===== config.mk =====
export PLATFORM = sky130hd
export DESIGN_NAME = cfg_logic_cell
export DESIGN_NICKNAME = d
export VERILOG_FILES = /design/src/rtl/cle_pkg.sv /design/src/rtl/cle_cfg.sv /design/src/rtl/cle_lut.sv /design/src/rtl/cle_ff.sv /design/src/rtl/cfg_logic_cell.sv
export SDC_FILE = /design/constraint.sdc
export NUM_CORES = 1
export LEC_CHECK = 0
export CAP_MARGIN = 20
export CORE_UTILIZATION = 43
export CTS_CLUSTER_SIZE = 10
export DETAILED_ROUTE_END_ITERATION = 6
export PLACE_DENSITY = 0.76
export SLEW_MARGIN = 20
export SYNTH_ARGS = -nofsm -noshare
export SYNTH_HDL_FRONTEND = slang
export SYNTH_SLANG_ARGS = --single-unit

===== constraint.sdc =====
create_clock -name clk -period 1.9 [get_ports clk]
set_clock_uncertainty 0.05 [all_clocks]
set_input_delay 0.38 -clock clk [delete_from_list [all_inputs] [get_ports clk]]
set_output_delay 0.38 -clock clk [all_outputs]
set_load 0.05 [all_outputs]

===== src/rtl/cle_pkg.sv =====
package cle_pkg;

  typedef enum logic [1:0] {
    SRC_LUT   = 2'b00,
    SRC_CHAIN = 2'b01,
    SRC_PACK  = 2'b10,
    SRC_LUT2  = 2'b11
  } reg_src_e;

  // Packed MSB first: src [4:3], arith [2], fback [1], sel_q [0]
  typedef struct packed {
    reg_src_e src;
    logic     arith;
    logic     fback;
    logic     sel_q;
  } cle_mode_t;

  localparam int MODE_W = $bits(cle_mode_t);

endpackage


===== src/rtl/cle_cfg.sv =====
module cle_cfg
  import cle_pkg::*;
#(
  parameter int DEPTH = 16
) (
  input  logic             clk,
  input  logic             cfg_we,
  input  logic [DEPTH-1:0] lut_in,
  input  logic [MODE_W-1:0] mode_in,
  output logic [DEPTH-1:0] lut_q,
  output cle_mode_t        mode_q
);

  // Configuration cells: written only on the strobe, never cleared by reset
  always_ff @(posedge clk) begin
    if (cfg_we) begin
      lut_q  <= lut_in;
      mode_q <= cle_mode_t'(mode_in);
    end
  end

endmodule


===== src/rtl/cle_lut.sv =====
module cle_lut #(
  parameter int K = 4,
  localparam int DEPTH = 1 << K
) (
  input  logic [DEPTH-1:0] truth,
  input  logic [K-1:0]     sel,
  output logic             y
);

  assign y = truth[sel];

endmodule


===== src/rtl/cle_ff.sv =====
module cle_ff
  import cle_pkg::*;
(
  input  logic     clk,
  input  logic     rst,
  input  logic     ce,
  input  reg_src_e src,
  input  logic     lut_d,
  input  logic     chain_d,
  input  logic     pack_d,
  output logic     q
);

  logic d;

  always_comb begin
    unique case (src)
      SRC_CHAIN: d = chain_d;
      SRC_PACK:  d = pack_d;
      default:   d = lut_d;
    endcase
  end

  always_ff @(posedge clk) begin
    if (rst)      q <= 1'b0;
    else if (ce)  q <= d;
  end

endmodule


===== src/rtl/cfg_logic_cell.sv =====
module cfg_logic_cell
  import cle_pkg::*;
#(
  parameter int K = 4,
  localparam int DEPTH   = 1 << K,
  localparam int FB_BIT  = K - 1,
  localparam int CIN_BIT = 2
) (
  input  logic              clk,
  input  logic              rst,
  input  logic              ce,
  input  logic [K-1:0]      din,
  input  logic              chain_in,
  input  logic              carry_in,
  input  logic              cfg_we,
  input  logic [DEPTH-1:0]  cfg_lut,
  input  logic [MODE_W-1:0] cfg_mode,
  output logic              le_out,
  output logic              q_out,
  output logic              chain_out,
  output logic              carry_out
);

  logic [DEPTH-1:0] lut_q;
  cle_mode_t        mode_q;
  logic [K-1:0]     idx;
  logic             lut_y;
  logic             q;

  cle_cfg #(.DEPTH(DEPTH)) u_cfg (
    .clk     (clk),
    .cfg_we  (cfg_we),
    .lut_in  (cfg_lut),
    .mode_in (cfg_mode),
    .lut_q   (lut_q),
    .mode_q  (mode_q)
  );

  // Index steering: feedback takes the top input, arithmetic takes input 2
  always_comb begin
    idx = din;
    if (mode_q.fback) idx[FB_BIT]  = q;
    if (mode_q.arith) idx[CIN_BIT] = carry_in;
  end

  cle_lut #(.K(K)) u_lut (
    .truth (lut_q),
    .sel   (idx),
    .y     (lut_y)
  );

  cle_ff u_ff (
    .clk     (clk),
    .rst     (rst),
    .ce      (ce),
    .src     (mode_q.src),
    .lut_d   (lut_y),
    .chain_d (chain_in),
    .pack_d  (din[FB_BIT]),
    .q       (q)
  );

  logic maj;
  assign maj = (din[0] & din[1]) | (din[0] & carry_in) | (din[1] & carry_in);

  assign carry_out = mode_q.arith ? maj : carry_in;
  assign le_out    = mode_q.sel_q ? q : lut_y;
  assign q_out     = q;
  assign chain_out = q;

endmodule


# Yosys cells after proc, flatten, opt, wreduce, memory -nomap -nowiden
# Index checks and enable logic that the tools add are counted.
op_classes:
  addsub: 0
  multipliers: 0
  n_div: 0
  n_lt_le_gt_ge: 1
  eq_ne: 2
  shifts: 0
  n_mux: 7
  n_bitwise: 5
  reduce_logical: 0
ops:
  columns: ["operator", "count"]
  rows:
  - ["< comparator 4 x 5 -> 1 bit (second input constant)", 1]
  - ["2-to-1 mux 1 bit", 5]
  - ["binary-select mux 1 bit (select 4 bit)", 1]
  - ["bitwise AND 1 bit", 3]
  - ["== test 2 x 1 -> 1 bit (second input constant)", 1]
  - ["== test 2 bit (second input constant)", 1]
  - ["bitwise OR 1 bit", 2]
  - ["case mux 1 bit (2 select lines)", 1]
totals:
  ff_bits: 22
  latchBits: 0
  ramBits: 0
  rom_bits: 0
  in_bits: 31
  out_inout_bits: 4
  memories: 0

# Logic depth before layout (Yosys ltp)
depth:
  ltp_word: 4
  depth_mapped: 5
  depth_no_buf: 5

# Modules after synthesis
# A second synthesis with hierarchy kept.
unflattened:
  cells_unflattened: 45
  hier_area_um2: 920.9
modules_own_cells:
  columns: ["module", "instances", "cells_each", "area_per_inst_um2"]
  rows:
  - ["cle_cfg", 1, 21, 630.6]
  - ["cle_lut", 1, 7, 135.1]
  - ["cle_ff", 1, 10, 91.3]
  - ["cfg_logic_cell", 1, 7, 63.8]

# Least setup slack after synthesis
# OpenSTA, ideal clock, no wires.
synth_path:
  path_type: "register to output"
  from: "register u_ff.q"
  to: "output le_out"
  t_arrival_ns: 1.714
  required_time_ns: 1.470
  slack_ns: -0.244
  path_stages_with_launch: 5
  path_buffers: 0
  cell_sequence: "dfxtp_1 -> mux2i_2 -> mux2i_1 -> mux2_4 -> o21ai_2"
synth_between:
  elab_chain_len: 4
synth_lines:
  columns: ["item", "line", "text"]
  rows:
  - ["from (decl)", "cle_ff.sv:11", "output logic q"]
  - ["from (signal assigned)", "cle_ff.sv:25", "if (rst) q <= 1'b0;"]
  - ["from (signal assigned)", "cle_ff.sv:26", "else if (ce) q <= d;"]
  - ["2-to-1 mux 1 bit", "cfg_logic_cell.sv:42", "if (mode_q.fback) idx[FB_BIT] = q;"]
  - ["binary-select mux 1 bit (select 4 bit)", "cle_lut.sv:10", "assign y = truth[sel];"]
  - ["2-to-1 mux 1 bit (implied by the code)", "cle_lut.sv:10", null]
  - ["2-to-1 mux 1 bit *", "cfg_logic_cell.sv:67", "assign le_out = mode_q.sel_q ? q : lut_y;"]
  - ["to (decl)", "cfg_logic_cell.sv:18", "output logic le_out,"]
# Every way passes the cells marked *; elsewhere a longest branch is shown, timed or not. The select of a mux whose other input is x is not followed.

# Worst setup path after layout
layout_path:
  from: "register u_cfg.lut_q[2]"
  to: "output le_out"
layout_between:
  elab_chain_len: 3
layout_lines:
  columns: ["item", "line", "text"]
  rows:
  - ["from (decl)", "cle_cfg.sv:10", "output logic [DEPTH-1:0] lut_q,"]
  - ["from (signal assigned)", "cle_cfg.sv:17", "lut_q <= lut_in;"]
  - ["binary-select mux 1 bit (select 4 bit)", "cle_lut.sv:10", null]
  - ["2-to-1 mux 1 bit (implied by the code)", "cle_lut.sv:10", null]
  - ["2-to-1 mux 1 bit", "cfg_logic_cell.sv:67", null]
# No other way between the ends. The select of a mux whose other input is x is not followed.

==> impl_metrics.yaml <==
global_route:
  grt_max_degree: 22
  grt_overflow: 0
  grt_pass1_vias: 558
  grt_antenna_before_repair: 0
  grt_pass1_wl_mm: 2.27
  grt_usage_pct: 12.6
routing:
  viasPerCell: 4.94
  first_pass_iters: 4
  vias: 583
  dr_wl_met3_um: 82
  wl_per_cell_um: 12.2
  drtIter0Drc: 10
  drc: 0
  wirelength_mm: 1.45
  top_layer_used: "met4"
  ant_nets: 0
  m1WireLength_um: 563
  wl_met2_um: 794
place:
  numPortBuffers: 34
  gp_congestion: 0.703
  dp_hpwl_mm: 1.04
logic_synthesis:
  yosysUniqueCellTypes: 18
  avgSynthCellArea_um2: 19.3
  synth_adder_area_share_pct: 2.65
  muxShareOfSynthArea_pct: 17.4
  synth_edf_count: 21
  syn_nets: 82
  synth_top_area_share_pct: 66.8
  synth.cell_area_um2: 945
  synthSimpleGateAreaFrac_pct: 3.84
  async_flop_share_pct: 0
  synth_common_cells: "edfxtp_1, mux4_1, a21oi_1, mux2i_1"
  synth_cells: 49
  yosysWarnings: 0
  synth_top_area_cell: "edfxtp_1"
  synth_flop_cell: "edfxtp_1"
  synth.area.top_cells: "edfxtp_1, mux4_1, mux2i_1, ha_1, dfxtp_1"
  ys_ff_latch: 22
  synth_top_family_by_area: "multiplexers"
  synth_xor_xnor_area_share_pct: 0
  seq_area_frac_synth_pct: 68.9
  synth-compound-area-share_pct: 4.50
  synth_most_common_cell: "edfxtp_1"
floorplanning:
  core_area_mm2: 0.00202
  die-area_mm2: 0.00239
  rows: 16
  die_w_um: 48.9
  die_y_um: 48.9
  initial_core_util_pct: 46.7
  io_pins: 35
job:
  maxCapViolations: 0
cts:
  clk_pin_slew_ps: 110
  numCtsBuffers: 3
  clockBufferDepth: 2
  htreeDepth: 1
  clkLatencyLatePin_ps: 290
  hold_buffers: 0
  cts-root-buf: "clkbuf_4"
  cts_tree: "yes"
  clock_sinks: 22
power:
  leakagePower_nw: 0.518
  powerDensity_mw_per_mm2: 793
  p_total_mw: 1.09
  ir_drop_mv: 0.636
timing:
  hold_viol_final: 0
  slew_headroom_pct: 83.0
  rsz0062_at_grt: "yes"
  fin_ws_ps: -234
  min_period_ps: 2130
  fmax_mhz: 469
  post-route-period-util_pct: 112
  worst_pin_slew_ps: 254
  drv_slew: 0
  setup_viol: 1
finish:
  drive_gt1_share_pct: 26.4
  n_antenna_cell: 0
  final_nets: 125
  final_util_pct: 67.9
  area_growth_pct: 45.4
  fillers: 159
worst_setup_path:
  rrSetupSlack_ps: 300
  arrival_ps: 1700
  critical_path_class: "reg -> out"
  cp.required_ps: 1470
  crit_path_max_fanout: 2
  worstSetupStartpointType: "register"
  end_kind: "primary output"
hold_path:
  hold_class: "in -> reg"
status:
  violations: "setup timing"
  status: "complete, but fails checks"
==> cell usage in the layout (no fill, tap or decap), types with 2 or more instances in the layout <==
| cell type | synthesis | final |
|---|---|---|
| a21oi_1 | 3 | 3 |
| mux4_2 | 0 | 4 |
| mux2i_1 | 3 | 3 |
| buf_4 | 1 | 8 |
| clkbuf_4 | 0 | 3 |
| clkdlybuf4s50_1 | 0 | 27 |
| nor3b_1 | 2 | 2 |
| ha_1 | 2 | 2 |
| inv_1 | 2 | 2 |
| dlygate4sd2_1 | 0 | 2 |
| edfxtp_1 | 21 | 21 |
==> worst max-delay path: stages (launching register included) <==
cell and delay [ps]:
edfxtp_1 410, mux4_2 470, mux2i_1 150, mux2_4 190, o21ai_4 50, buf_6 150
==> registers in the layout (all words and copies together) (netlist names) <==
name          cells
u_ff.q            1
u_cfg.lut_q      16
u_cfg.mode_q      5
==> power breakdown <==
| part | total (mW) | internal (mW) | leakage, nW | switching, mW |
|---|---|---|---|---|
| Clock | 0.244 | 0.117 | 0.0210 | 0.128 |
| Combinational | 0.250 | 0.143 | 0.283 | 0.107 |
| Sequential | 0.595 | 0.576 | 0.214 | 0.0193 |
| Total | 1.09 | 0.835 | 0.518 | 0.254 |
==> path summary, 6_finish.rpt <==
| check | startpoint | endpoint | cells after the start |
|---|---|---|---|
| max | u_cfg.lut_q[2]$_DFFE_PP_ | le_out | 5 |
| min | cfg_lut[10] | u_cfg.lut_q[10]$_DFFE_PP_ | 1 |
| max reg2reg | u_cfg.lut_q[2]$_DFFE_PP_ | u_ff.q$_SDFFE_PP0P_ | 6 |
| min reg2reg | u_ff.q$_SDFFE_PP0P_ | u_ff.q$_SDFFE_PP0P_ | 3 |
==> per-layer routing <==
layer,up-vias,GRT usage [%]
met5,-,0
met4,0,4.41
met3,2,1.87
met2,26,24.3
met1,278,14.0
li1,277,-
==> logic make-up after synthesis <==
logic type	Yosys count
multiplexers	9
buffers and inverters	4
adder cells (fa/ha/maj)	2
flip-flops	22
AO/OA/AOI/OAI	6
AND/OR/NAND/NOR	6
==> timing repair <==
| action | 4_1_cts | 5_1_grt |
|---|---|---|
| gates resized for setup | 9 | 2 |
| setup buffers | 1 | 1 |
| endpoints found under the setup margin | 2 | 1 |
==> final cells by class <==
cell class,count,area [um^2],share of cell area [%]
Timing Repair Buffer,40,384,28.0
Sequential cell,22,652,47.4
Multi-Input combinational cell,23,260,18.9
Clock buffer,4,36.3,2.64
Tap cell,27,33.8,2.46
Inverter,2,7.51,0.546
==> metrics by stage <==
| stage | worst slack, ps | instances | area [um^2] | hold WS, ps | setup TNS [ps] |
|---|---|---|---|---|---|
| finish | -234 | 118 | 1370 | 582 | -234 |
| global route | -290 | 118 | 1370 | 569 | -290 |
| global placement | -644 | 112 | 1340 | 622 | -971 |
| detailed placement | -669 | 112 | 1340 | 629 | -1030 |
| floorplan | -3.59 | 49 | 953 | 429 | -3.59 |
| CTS | -263 | 117 | 1370 | 576 | -263 |
Note: power is estimated with default switching activity, not from simulation.
